`config.mk`:
```
export PLATFORM = sky130hd
export DESIGN_NAME = pio_regfile
export DESIGN_NICKNAME = d
export VERILOG_FILES = /design/src/rtl/pio_pkg.sv /design/src/rtl/pio_bus_decode.sv /design/src/rtl/pio_side.sv /design/src/rtl/pio_regfile.sv
export SDC_FILE = /design/constraint.sdc
export NUM_CORES = 1
export LEC_CHECK = 0
export BUFFER_PORTS_ARGS = -buffer_cell sky130_fd_sc_hd__buf_2
export CORE_MARGIN = 5
export CORE_UTILIZATION = 31
export CTS_CLUSTER_DIAMETER = 150
export DETAILED_ROUTE_END_ITERATION = 10
export GPL_TIMING_DRIVEN = 0
export PLACE_DENSITY = 0.57
export SYNTH_ARGS = -nofsm -noshare
export SYNTH_HDL_FRONTEND = slang
export SYNTH_SLANG_ARGS = --single-unit
```
`constraint.sdc`:
```
create_clock -name clk -period 2.1 [get_ports clk]
set_clock_uncertainty 0.1 [all_clocks]
set_input_delay 0.105 -clock clk [delete_from_list [all_inputs] [get_ports clk]]
set_output_delay 0.105 -clock clk [all_outputs]
set_load 0.01 [all_outputs]
```
`src/rtl/pio_pkg.sv`:
```
package pio_pkg;
  localparam int SIDES  = 2;
  localparam int LOCS   = 2 * SIDES;
  localparam int ADDR_W = $clog2(LOCS);
  localparam int CFG_W  = 6;
  localparam int CTL_W  = 8;
  localparam int SEL_OR = 2;

  function automatic logic chip_hit(input logic p0, input logic p1, input logic n);
    return p0 & p1 & ~n;
  endfunction

  function automatic logic irq_of(input logic [1:0] fl, input logic [CFG_W-1:0] cfg);
    return (fl[1] & cfg[0]) | (fl[0] & cfg[3] & ~cfg[5]);
  endfunction
endpackage

```
`src/rtl/pio_bus_decode.sv`:
```
module pio_bus_decode
  import pio_pkg::*;
(
  input  logic              sel_p0,
  input  logic              sel_p1,
  input  logic              sel_n,
  input  logic              bus_en,
  input  logic              rd_nwr,
  input  logic [ADDR_W-1:0] reg_addr,
  output logic              acc_sel,
  output logic [LOCS-1:0]   wr_stb,
  output logic [LOCS-1:0]   rd_stb
);
  assign acc_sel = bus_en & chip_hit(sel_p0, sel_p1, sel_n);

  for (genvar l = 0; l < LOCS; l++) begin : g_loc
    logic hit;
    assign hit       = acc_sel && (reg_addr == ADDR_W'(l));
    assign wr_stb[l] = hit & ~rd_nwr;
    assign rd_stb[l] = hit & rd_nwr;
  end
endmodule

```
`src/rtl/pio_side.sv`:
```
module pio_side
  import pio_pkg::*;
#(
  parameter int W = 8
) (
  input  logic             clk,
  input  logic             rst_n,
  input  logic             wr_dat,
  input  logic             wr_ctl,
  input  logic             rd_dat,
  input  logic [W-1:0]     wdata,
  input  logic [W-1:0]     pin_in,
  input  logic [1:0]       evt,
  output logic [W-1:0]     out_q,
  output logic [W-1:0]     dir_q,
  output logic [CFG_W-1:0] cfg_q,
  output logic [1:0]       flags_q,
  output logic [W-1:0]     dat_rd,
  output logic [CTL_W-1:0] ctl_rd,
  output logic             irq,
  output logic             clr_ev
);
  function automatic logic [W-1:0] merge(input logic [W-1:0] pin, input logic [W-1:0] ov,
                                         input logic [W-1:0] dir);
    return (pin & ~dir) | (ov & dir);
  endfunction

  logic to_or;
  assign to_or  = cfg_q[SEL_OR];
  assign clr_ev = rd_dat & to_or;

  always_ff @(posedge clk or negedge rst_n) begin
    if (!rst_n) begin
      dir_q   <= '0;
      out_q   <= '0;
      cfg_q   <= '0;
      flags_q <= '0;
    end else begin
      if (wr_dat && !to_or) dir_q <= wdata;
      if (wr_dat && to_or)  out_q <= wdata;
      if (wr_ctl)           cfg_q <= wdata[CFG_W-1:0];
      flags_q <= (flags_q & ~{2{clr_ev}}) | evt;
    end
  end

  assign dat_rd = to_or ? merge(pin_in, out_q, dir_q) : dir_q;
  assign ctl_rd = {flags_q, cfg_q};
  assign irq    = irq_of(flags_q, cfg_q);
endmodule

```
`src/rtl/pio_regfile.sv`:
```
module pio_regfile
  import pio_pkg::*;
#(
  parameter int W = 8
) (
  input  logic              clk,
  input  logic              rst_n,
  input  logic              sel_p0,
  input  logic              sel_p1,
  input  logic              sel_n,
  input  logic [ADDR_W-1:0] reg_addr,
  input  logic              rd_nwr,
  input  logic              bus_en,
  input  logic [W-1:0]      wdata,
  output logic [W-1:0]      rdata,
  input  logic [W-1:0]      porta_in,
  output logic [W-1:0]      porta_out,
  output logic [W-1:0]      porta_oe,
  input  logic [1:0]        porta_evt,
  output logic [CFG_W-1:0]  porta_cfg,
  output logic              porta_irq,
  input  logic [W-1:0]      portb_in,
  output logic [W-1:0]      portb_out,
  output logic [W-1:0]      portb_oe,
  input  logic [1:0]        portb_evt,
  output logic [CFG_W-1:0]  portb_cfg,
  output logic              portb_irq
);
  logic            acc_sel;
  logic [LOCS-1:0] wr_stb, rd_stb;

  pio_bus_decode u_dec (
    .sel_p0(sel_p0), .sel_p1(sel_p1), .sel_n(sel_n), .bus_en(bus_en),
    .rd_nwr(rd_nwr), .reg_addr(reg_addr), .acc_sel(acc_sel),
    .wr_stb(wr_stb), .rd_stb(rd_stb)
  );

  logic [W-1:0]     pin_s  [SIDES];
  logic [1:0]       evt_s  [SIDES];
  logic [W-1:0]     out_s  [SIDES];
  logic [W-1:0]     dir_s  [SIDES];
  logic [CFG_W-1:0] cfg_s  [SIDES];
  logic [1:0]       flg_s  [SIDES];
  logic [W-1:0]     drd_s  [SIDES];
  logic [CTL_W-1:0] crd_s  [SIDES];
  logic             irq_s  [SIDES];
  logic             clr_s  [SIDES];

  assign pin_s[0] = porta_in;
  assign pin_s[1] = portb_in;
  assign evt_s[0] = porta_evt;
  assign evt_s[1] = portb_evt;

  for (genvar g = 0; g < SIDES; g++) begin : g_side
    pio_side #(.W(W)) u_side (
      .clk(clk), .rst_n(rst_n),
      .wr_dat(wr_stb[2*g]), .wr_ctl(wr_stb[2*g+1]), .rd_dat(rd_stb[2*g]),
      .wdata(wdata), .pin_in(pin_s[g]), .evt(evt_s[g]),
      .out_q(out_s[g]), .dir_q(dir_s[g]), .cfg_q(cfg_s[g]), .flags_q(flg_s[g]),
      .dat_rd(drd_s[g]), .ctl_rd(crd_s[g]), .irq(irq_s[g]), .clr_ev(clr_s[g])
    );
  end

  // Named internal events for the checker
  logic [1:0] a_flags, b_flags;
  logic       a_clr, b_clr;
  assign a_flags = flg_s[0];
  assign b_flags = flg_s[1];
  assign a_clr   = clr_s[0];
  assign b_clr   = clr_s[1];

  assign porta_out = out_s[0];
  assign porta_oe  = dir_s[0];
  assign porta_cfg = cfg_s[0];
  assign porta_irq = irq_s[0];
  assign portb_out = out_s[1];
  assign portb_oe  = dir_s[1];
  assign portb_cfg = cfg_s[1];
  assign portb_irq = irq_s[1];

  always_comb begin
    rdata = '0;
    if (|rd_stb) begin
      if (reg_addr[0]) rdata = W'(crd_s[reg_addr[1]]);
      else             rdata = drd_s[reg_addr[1]];
    end
  end
endmodule

```
== After elaboration in Yosys (flattened, before gate mapping) ==
Cells that the tools add are included.
Word-level totals
  input bits: 37
  bits in registers: 48
  output and inout bits: 54
Operators by class
  reduce and logical (&&, ||, !) cells: 12
  bitwise operators: 40
  mux-type cells: 10
  equality and inequality tests: 3
  order comparisons: 1
Operators with widths (count)
  $mux 8: 10
  $and 8x8->8: 4
  $and 1x1->1: 19
  $not 8->8: 2
  $or 8x8->8: 2
  $logic_and 1x1->1: 8
  $and 2x2->2: 2
  $eq 2x2->1 const B: 2
  $not 1->1: 4
  $not 2->2: 2
  $or 2x2->2: 2
  $reduce_or 4->1: 1
  $eq 2x1->1 const B: 1
  $ge 2x2->1 const B: 1
  $logic_not 1->1: 2
  $logic_not 2->1: 1
  $not 1->2: 1
  $or 1x1->1: 2

== Depth between registers and ports, before layout ==
Gate-level depths: netlist of run 1.
  word-level depth: 9
  mapped depth: 5
  depth with buffers taken out: 3

== Modules after synthesis ==
From an unflattened synthesis of run 1, not the netlist that was laid out.
Unflattened totals
  cells, all modules: 214
  area, all modules: 2555.0 um^2
Modules (own cells, without submodules)
  pio_side: seq. area each 600.6 um^2, cells an instance 91, instances 2, area an instance 1097.3 um^2
  pio_regfile: seq. area each 0.0 um^2, cells an instance 19, instances 1, area an instance 252.7 um^2
  pio_bus_decode: seq. area each 0.0 um^2, cells an instance 13, instances 1, area an instance 107.6 um^2

== Least setup slack after synthesis of run 1 ==
OpenSTA, ideal clock, no wires.
  path type: register -> register
  start point: register g_side[1].u_side.cfg_q[2]
  end point: register g_side[1].u_side.dir_q[0]
  path buffers: 1
  setup slack: 427 ps
  arrival time: 1448 ps
  cell stages (with the launch flop): 5
  library setup time: 125 ps
  path through: dfrtp_1 buf_2 nand2b_1 nor4_4 mux2_2
On the way
  longest elaborated chain between the ends: 2
Ends and longest elaborated chain
  from (decl): line pio_side.sv:16  | output logic [CFG_W-1:0] cfg_q,
  from (signal assigned): line pio_side.sv:41  | if (wr_ctl) cfg_q <= wdata[CFG_W-1:0];
  $logic_not 1->1: line pio_side.sv:39  | if (wr_dat && !to_or) dir_q <= wdata;
  $logic_and 1x1->1: line pio_side.sv:39
  to (signal assigned): line pio_side.sv:39
  to (decl): line pio_side.sv:15  | output logic [W-1:0] dir_q,
Every way passes these cells.
A chain may end at the register's enable or synchronous reset.

== Worst setup path after layout of run 1 ==
  start point: register g_side[0].u_side.cfg_q[2]
  end point: register g_side[0].u_side.out_q[0]
On the way
  longest elaborated chain between the ends: 1
Ends and longest elaborated chain
  from (decl): line pio_side.sv:16
  from (signal assigned): line pio_side.sv:41
  $logic_and 1x1->1: line pio_side.sv:40  | if (wr_dat && to_or) out_q <= wdata;
  to (signal assigned): line pio_side.sv:40
  to (decl): line pio_side.sv:14  | output logic [W-1:0] out_q,
Every way passes these cells.

==> impl_results.md, run 1 <==
* Outcome: finished clean
* Avg WL per Cell at 18.9 µm
* CP endpoint kind: register
* F_max at ~500 MHz
* Total Wirelength at between 7 and 8 mm
* CTS H-tree depth at 2
* PD cells at 667 nW/µm²
* Dpl cells at around 390
* Die Wd at 99.0 µm
* Vias at 2016
* Worst vdd ir at 301 µV
* Grt ovf at 0
* Post-route ant nets at 0
* Vias in the first global route at 2175
* Met2 routed WL at 3.72 mm
* DP Wirelength at around 5.5 mm
* Vias per cell at 4.99
* TritonCTS Buffers at 5
* Worst slew pin tran at 1.10 ns
* First-pass GRT wire length at between 10 and 15 mm
* Residual DRC at 0
* Final min period at 2.00 ns
* Crit path max fanout at 10
* Post-synth ARST share at 100%
* Critical Path RT at 2.18 ns
* Mean Syn Cell Area at approximately 12 µm²
* Total inserted antenna cells at 0
* Port Buffer Count at 88
* Main flop type after synthesis: dfrtp_1
* Clock sinks at 48
* Distinct cells, synth at 26
* Largest net degree at the start of global routing at 49
* Critical path class: reg -> reg
* Area of the die at a little under 10000 µm²
* Cell Rows at 32
* LEAKAGE at approximately 0.0016 µW
* TNS Setup at 0 ns
* P&R area growth vs syn at 30.6%
* RSZ-0062 raised after global routing: false
* I/O pin count at 91
* Clk pin slew, worst setup/hold paths at 0.09 ns
* Startpoint types: register
* Core Area at 7730 µm²
* Slew headroom at 26.4%
* Number of synthesized flops with an enable pin at 0
* Final Hold Fails at 0
* Syn_nets at 236
* Max Cap Viol at 0
* Most frequent cells in the layout: buf_2 (92), dfrtp_1 (48), mux2_2 (44)
* Number of nets in the layout at 338
* Mapped Area at 2450 µm²
* Total of warnings raised by yosys at 0
* CP arrival at 2.08 ns
* Root Buffer: clkbuf_8
* Post-Layout Cell Count at 404
* WL met3 at 329 µm
* Clk Latency, worst-skew pair at slightly below 0.3 ns
* Final GP Congestion at 0.753
* Initial DRT Pass Iterations at 4
* Number of fillers in the final layout at 783
* Max Slew Vio Count at 0
* Tcrit/Tclk final at 95.0%
* Mapped Cells at 199
* Initial core utilization at 31.8%
* Register bit total from synthesis at 48
* Initial antenna violation count at 0
* # setup viols final at 0
* TritonCTS clock tree: yes
* Sequential fraction of the synthesis area at 48.9%
* Hold Path Class: in -> reg
* GRT Resource Usage Total at around 16%
* Layout cell share with drive strength beyond 1 at between 50% and 60%
* DR iter-0 viols at 71
* Maximum clock path buffer count at 2
* Die Y at a little under 100 µm
* Top layer in use: met4
* Metal-1 WL at around 3.5 mm
* Most common cell after layout, fill and taps aside: buf_2
-- state kept, by name, summed over array words and instances (netlist names) --
| signal | cells |
|---|---|
| g_side.u_side.dir_q | 16 |
| g_side.u_side.cfg_q | 12 |
| g_side.u_side.flags_q | 4 |
| g_side.u_side.out_q | 16 |
-- timing repair --
| action | CTS | global route |
|---|---|---|
| setup endpoints to repair | 8 | 3 |
| buffers inserted | 0 | 0 |
| hold buffers | 7 | 0 |
| endpoints found under the hold margin | 60 | 0 |
| gates resized for setup | 3 | 5 |
-- critical path, cell delays in order (launching register included) --
cell      delay (ns)
dfrtp_1         0.35
buf_4           0.19
nand2b_1        0.14
nor4_4          0.69
mux2_2          0.41
-- worst paths after layout --
kind	start	cells after the start	to	slack (ns)
max in group asynchronous	rst_n	2	g_side[1].u_side.dir_q[0]$_DFFE_PN0P_	0.76
worst max-delay path	g_side[0].u_side.cfg_q[2]$_DFFE_PN0P_	4	g_side[0].u_side.out_q[0]$_DFFE_PN0P_	0.10
min in group asynchronous	rst_n	2	g_side[0].u_side.out_q[3]$_DFFE_PN0P_	0.47
worst min register to register	g_side[0].u_side.flags_q[0]$_DFF_PN0_	1	g_side[0].u_side.flags_q[0]$_DFF_PN0_	0.41
worst max register to register	g_side[0].u_side.cfg_q[2]$_DFFE_PN0P_	4	g_side[0].u_side.out_q[0]$_DFFE_PN0P_	0.10
worst min-delay path	wdata[5]	2	g_side[1].u_side.dir_q[5]$_DFFE_PN0P_	0.02
-- cell type report --
cell class / instances / area, µm² / area share, %
clock inverter: 1 / 7.51 / 0.234
buffer: 11 / 72.6 / 2.26
sequential: 48 / 1200 / 37.5
inverter: 20 / 75.1 / 2.34
multi-input combinational: 120 / 1130 / 35.1
tap: 102 / 128 / 3.98
timing repair buffer: 95 / 510 / 15.9
clock buffer: 7 / 86.3 / 2.69
-- layer usage --
layer | vias to the layer above | global-route usage (%)
met5 | - | 0
met4 | 0 | 3.99
met3 | 9 | 2.83
met2 | 60 | 26.5
met1 | 990 | 20.5
li1 | 957 | -
-- Yosys cell counts (all sizes together) (3+ instances only) --
cell	instances	share of area (%)
a311oi	16	5.7
mux2	44	20
nand2	8	1.2
inv	20	3.1
a21o	4	1.2
o311a	8	3.3
a21oi	16	3.3
mux2i	6	2.4
nor4	3	2.6
dfrtp	48	49
buf	10	2.2
-- power by group --
| part | internal [µW] | leakage, µW | switching [µW] |
|---|---|---|---|
| logic | 226 | 0.000936 | 261 |
| clock network | 268 | 0.0000445 | 307 |
| registers | 1000 | 0.000630 | 73.4 |
-- per-stage QoR --
step	cell area (µm²)	power [µW]	setup slack [ns]	utilization, %	hold slack, ns
after floorplan	2450	1340	0.427	-	-0.291
after global placement	3020	1560	0.0819	39.1	0.188
after detailed placement	3020	1570	0.0501	39.1	0.194
after CTS	3190	2160	0.0165	41.3	0.0101
after global routing	3210	2250	0.0154	41.5	0.0202
final	3210	2140	0.104	41.5	0.0218
-- cells by family (layout without fill, tap and decap cells) --
family	count (synthesis)	count (layout)	synth area share, %
AOI/OAI and AO/OA	47	47	14.6
buffers and inverters	31	134	5.45
DFF	48	48	48.9
muxes	50	50	22.6
and+or+nand+nor	23	23	8.41
Note: power is estimated with default switching activity, not from simulation.
==> run 2: changes to the inputs <==
ABC_AREA = 1   (was unset)
PLACE_DENSITY = 0.56   (was 0.57)
==> run 2 against run 1 <==
Synthesized area up 4.2%. Utilization down 0.71 points. Design area increased by 3.5%. Register-to-register slack better by 0.63 ns. First-iteration DRC count rose to 2.5 times the previous value. Synthesized cell count grew 76%. Critical path type is now reg -> out. Combinational power shrank 5.5%. Worst hold slack got worse by 0.016 ns. Final cell count up 38%. Worst setup slack better by 0.0060 ns. Clock-buffer cell count down 2.
==> impl_results.md, run 2 <==
* Outcome: finished clean
* Residual DRC at 0
* Mapped Area at 2560 µm²
* Hold Path Origin: wdata[0]
* # setup viols final at 0
* Most common cell after layout, fill and taps aside: nand2_1
* PD cells at 668 nW/µm²
* Cell Rows at 33
* Total Wirelength at 8.24 mm
* Initial DRT Pass Iterations at 4
* Total inserted antenna cells at 0
* Vias at 2599
* Initial antenna violation count at 0
* Final min period at between 1.5 and 2 ns
* Slew headroom at 27.6%
* Max Slew Vio Count at 0
* Largest registers: g_side.u_side.dir_q x16, g_side.u_side.out_q x16, g_side.u_side.cfg_q x12
* Grt ovf at 0
* Layout cell share with drive strength beyond 1 at between 20% and 30%
* Number of nets in the layout at 489
* LEAKAGE at roughly 0.0019 µW
* Final GP Congestion at 0.786
* Post-route ant nets at 0
* F_max at 503 MHz
* Mapped Cells at 350
* Die Wd at 101 µm
* Avg WL per Cell at 14.8 µm
* Vias in the first global route at 2599
* Core Area at 8130 µm²
* Worst reg2reg startpoint: g_side[0].u_side.cfg_q[2]$_DFFE_PN0P_
* Area of the die at around 10000 µm²
* Synth top cells by count: nand2_1 (141), nand3_1 (63), dfrtp_1 (48)
* Mean Syn Cell Area at 7.31 µm²
* Startpoint types: register
* Main flop type after synthesis: dfrtp_1
* Number of synthesized flops with an enable pin at 0
* TritonCTS clock tree: yes
* Port Buffer Count at 88
* Max Cap Viol at 0
* Post-synth ARST share at 100%
* Critical Path RT at 1.89 ns
* DR iter-0 viols at roughly 180
* Vias per cell at 4.66
* Tcrit/Tclk final at 94.7%
* First-pass GRT wire length at 13.2 mm
* Critical path class: reg -> out
* Final Hold Fails at 0
* Post-CTS setup buffer count at 0
* TritonCTS Buffers at 5
* Die Y at 101 µm
* Register bit total from synthesis at 48
* Worst vdd ir at 276 µV
* RSZ-0062 raised after global routing: false
* DP Wirelength at 6.34 mm
* Initial core utilization at 31.4%
* I/O pin count at 91
* Syn_nets at 387
* Flop2flop setup slack at 0.73 ns
* Top cell type by total area after synthesis: dfrtp_1
* Hold Path Cell Cnt at 3
* CP arrival at between 1.5 and 2 ns
* Clock sinks at 48
* Clk pin slew, worst setup/hold paths at 0.10 ns
* Worst slew pin tran at 1.09 ns
* Critical register-to-register path endpoint: g_side[0].u_side.dir_q[2]$_DFFE_PN0P_
* Most common cell in the netlist: nand2_1
* Total of warnings raised by yosys at 0
* TNS Setup at 0 ns
* P&R area growth vs syn at 29.7%
* Hold Path Class: in -> reg
* Number of fillers in the final layout at 891
* Crit path max fanout at 10
* Root Buffer: clkbuf_8
* Clk Latency, worst-skew pair at 0.30 ns
* Largest net degree at the start of global routing at 49
* CTS H-tree depth at 2
* CP endpoint kind: output pin
* Hold endpoint: g_side[1].u_side.cfg_q[0]$_DFFE_PN0P_
* GRT Resource Usage Total at 16.6%
* Distinct cells, synth at 19
* Tot Pwr at 2220 µW
* Ranking of synthesized cells by area: dfrtp_1 (47%), nand2_1 (21%), nand3_1 (12%), nor2_1 (5.0%), o21ai_0 (3.7%)
* R2R cell count at 4
* Area share of the largest cell type after synthesis at 47.0%
* Most frequent cells in the layout: nand2_1 (141), buf_2 (93), nand3_1 (63)
* Sequential fraction of the synthesis area at approximately 47%
* Maximum clock path buffer count at 2
-- run 2: report_power, final --
part | leakage (µW) | switching (µW) | internal (µW)
registers | 0.000629 | 82.5 | 996
logic | 0.00126 | 284 | 176
clock network | 0.0000541 | 326 | 353
-- run 2: kinds of logic (layout without fill, tap and decap cells) --
kind of cell / count (synthesis) / in the layout / share of synthesized area (%)
simple gates: 250 / 250 / 43.2
compound gates: 23 / 23 / 4.55
flops: 48 / 48 / 47.0
buf+inv: 29 / 132 / 5.33
-- run 2: per-stage QoR --
stage | util [%] | std cells | hold slack [ns] | cell area [µm²] | setup WS [ns]
final | 40.8 | 558 | 0.00628 | 3320 | 0.110
after global routing | 40.8 | 558 | 0.0191 | 3320 | 0.00899
after CTS | 40.7 | 558 | 0.00310 | 3310 | 0.0352
after detailed placement | 38.5 | 543 | 0.194 | 3130 | 0.275
after global placement | 38.5 | 543 | 0.193 | 3130 | 0.309
after floorplan | - | 350 | -0.291 | 2560 | 0.669
-- run 2: worst max path at each step --
stage / slack, ns / endpoint / depth (start not counted) / start
after floorplan: 0.67 / rdata[3] / 7 / g_side[1].u_side.cfg_q[2]$_DFFE_PN0P_
after global routing: 0.009 / rdata[1] / 7 / g_side[1].u_side.cfg_q[2]$_DFFE_PN0P_
final: 0.11 / rdata[3] / 7 / g_side[1].u_side.cfg_q[2]$_DFFE_PN0P_
after global placement: 0.31 / rdata[0] / 7 / g_side[0].u_side.cfg_q[2]$_DFFE_PN0P_
after detailed placement: 0.27 / rdata[0] / 7 / g_side[0].u_side.cfg_q[2]$_DFFE_PN0P_
after CTS: 0.04 / rdata[3] / 8 / g_side[1].u_side.cfg_q[2]$_DFFE_PN0P_
-- run 2: routing by layer --
layer / GRT usage [%] / share of wire (%)
met4: 3.83 / 0.75
met5: 0 / 0
met3: 4.01 / 7.6
met1: 21.8 / 44
met2: 27.5 / 48
-- run 2: cell type report --
cell class                      instances  area [µm²]  area share, %
Tap cell                              105         131           3.96
Clock inverter                          3        42.5           1.28
Multi-Input combinational cell        273        1220           36.8
Buffer                                  9        58.8           1.77
Inverter                               20        82.6           2.49
Clock buffer                            5        68.8           2.07
Timing Repair Buffer                   95         510           15.4
Sequential cell                        48        1200           36.3
-- run 2: worst max-delay path, stage by stage (launching register included) --
cell     delay (ns)
dfrtp_2        0.49
inv_2          0.18
buf_2          0.23
o21ai_0        0.10
nand3_1        0.10
nand2_1        0.09
nor2_1         0.15
buf_2          0.15
-- run 2: timing repair --
item	CTS	global route
hold buffers	7	0
endpoints found under the hold margin	58	0
endpoints found under the setup margin	2	7
resized for setup	1	4
pin swaps	0	0
==> run 3: changes to the inputs <==
CAP_MARGIN = 20   (was unset)
CELL_PAD_IN_SITES_DETAIL_PLACEMENT = 0   (was unset)
CELL_PAD_IN_SITES_GLOBAL_PLACEMENT = 1   (was unset)
PLACE_DENSITY = 0.74   (was 0.56)
==> run 3 against run 2 <==
Worst hold slack gained 0.015 ns. Via count grew 0.35%. Worst setup slack gained 0.058 ns. Clock power shrank 16%. Design area is essentially flat. Routed wire length shrank 1.2%. Critical path type unchanged. Critical endpoint is now rdata[2]. Largest cell class unchanged. Largest power group unchanged.
==> impl_results.md, run 3 (synthesized netlist as in run 2, its figures left out) <==
* Final Hold Fails at 0
* Layout Utilization at about two fifths
* Initial core utilization at between 30% and 40%
* Total Wirelength at 8.15 mm
* Crit path cell chain: inv_2, clkbuf_4, o21ai_0, nand3_1, nand2_1, nor2_1, buf_2
* CP max stage cell: dfrtp_1
* Number of nets in the layout at 490
* F_max at between 500 and 600 MHz
* Outcome: finished clean
* RSZ-0062 raised after global routing: false
* LEAKAGE at 0.00195 µW
* Startpoint types: register
* Vias per cell at approximately 4.7
* I/O pin count at 91
* Clk pin slew, worst setup/hold paths at around 0.090 ns
* Layout cell share with drive strength beyond 1 at 27.1%
* CTS H-tree depth at 2
* Max Slew Vio Count at 0
* Vias in the first global route at 2519
* Core Area at 8130 µm²
* Initial DRT Pass Iterations at 4
* Hold Path Class: in -> reg
* Worst vdd ir at 318 µV
* Vias at 2608
* GRT Resource Usage Total at 16.2%
* Most frequent cells in the layout: nand2_1 (141), buf_2 (93), nand3_1 (63)
* Critical register-to-register path endpoint: g_side[0].u_side.out_q[3]$_DFFE_PN0P_
* Critical Path RT at 1.89 ns
* Root Buffer: clkbuf_8
* P&R area growth vs syn at 29.6%
* Hold endpoint: g_side[0].u_side.cfg_q[0]$_DFFE_PN0P_
* PD cells at 637 nW/µm²
* DR iter-0 viols at 116
* Clock sinks at 48
* Number of fillers in the final layout at 884
* Grt ovf at 0
* First-pass GRT wire length at 12.8 mm
* Largest registers: g_side.u_side.dir_q x16, g_side.u_side.out_q x16, g_side.u_side.cfg_q x12
* Initial antenna violation count at 0
* Port Buffer Count at slightly below 90
* Hold Path Origin: wdata[0]
* Tcrit/Tclk final at 92.0%
* Post-route ant nets at 0
* TritonCTS clock tree: yes
* Crit path max fanout at 10
* Final GP Congestion at 0.850
* Worst slew pin tran at 0.813 ns
* Flop2flop setup slack at 0.61 ns
* CP endpoint kind: output pin
* Slew headroom at 45.6%
* Tot Pwr at about 2100 µW
* Cell Rows at 33
* Maximum clock path buffer count at 2
* Critical path class: reg -> out
* Hold Path Cell Cnt at 3
* # setup viols final at 0
* Area of the die at 10200 µm²
* Die Wd at 101 µm
* Worst path max stage delay at 0.47 ns
* Final min period at 1.93 ns
* Avg WL per Cell at between 10 and 15 µm
* Post-CTS setup buffer count at 0
* TritonCTS Buffers at 5
* Largest net degree at the start of global routing at 49
* CP arrival at 1.73 ns
* R2R cell count at 5
* Total inserted antenna cells at 0
* TNS Setup at 0 ns
* Die Y at 101 µm
* Clk Latency, worst-skew pair at 0.30 ns
* DP Wirelength at 6.31 mm
* Residual DRC at 0
* Worst reg2reg startpoint: g_side[0].u_side.cfg_q[2]$_DFFE_PN0P_
* Most common cell after layout, fill and taps aside: nand2_1
* Max Cap Viol at 0
==> run 3: through the flow <==
stage,cell area [µm²],setup slack [ns],cells,hold slack [ns]
floorplan,2560,0.669,350,-0.291
global placement,3130,0.351,543,0.193
global route,3320,0.0133,559,0.0102
detailed placement,3130,0.355,543,0.194
CTS,3290,0.00561,558,0.00897
finish,3320,0.168,559,0.0216
==> run 3: cell type report <==
class / instances / area, µm² / area share, %
well taps: 105 / 131 / 3.96
flip-flops and latches: 48 / 1200 / 36.3
clock buffers: 6 / 82.6 / 2.49
plain buffers: 9 / 58.8 / 1.77
repair buffers: 96 / 531 / 16.0
clock inverters: 2 / 10.0 / 0.302
multi-input cells: 273 / 1220 / 36.8
inverters: 20 / 80.1 / 2.42
==> run 3: power breakdown <==
| group | switching, µW | total [µW] | leakage [µW] | internal (µW) |
|---|---|---|---|---|
| registers | 78.0 | 1070 | 0.000631 | 995 |
| logic | 287 | 466 | 0.00127 | 179 |
| clock network | 309 | 572 | 0.0000510 | 263 |
| total | 674 | 2110 | 0.00195 | 1440 |
==> run 3: critical path: cells and delay by family (launching register included) <==
kind / cells / cell delay [ns]
AOI/OAI and AO/OA: 1 / 0.09
and+or+nand+nor: 3 / 0.28
buffers and inverters: 3 / 0.59
DFF: 1 / 0.47
==> run 3: worst max-delay path by stage <==
stage	start	slack, ns	end	cells past startpoint
5_1_grt	g_side[0].u_side.cfg_q[2]$_DFFE_PN0P_	0.01	rdata[3]	7
4_1_cts	g_side[0].u_side.cfg_q[2]$_DFFE_PN0P_	0.006	rdata[2]	7
6_report	g_side[0].u_side.cfg_q[2]$_DFFE_PN0P_	0.17	rdata[2]	7
3_3_place_gp	g_side[0].u_side.cfg_q[2]$_DFFE_PN0P_	0.35	rdata[2]	7
3_5_place_dp	g_side[0].u_side.cfg_q[2]$_DFFE_PN0P_	0.36	rdata[2]	7
2_1_floorplan	g_side[1].u_side.cfg_q[2]$_DFFE_PN0P_	0.67	rdata[3]	7
==> run 3: metal layers <==
metal  up-vias  wire length (µm)  track usage, %
met5         -                 0               0
met4         0                50            3.42
met3         4               530            3.94
met1      1204              3690            21.6
li1       1326                 -               -
met2        74              3880            26.7
==> run 3: timing repair <==
action / CTS / global route
endpoints found under the setup margin: 0 / 7
resized for setup: 0 / 3
endpoints found under the hold margin: 59 / 0
hold buffers: 7 / 0
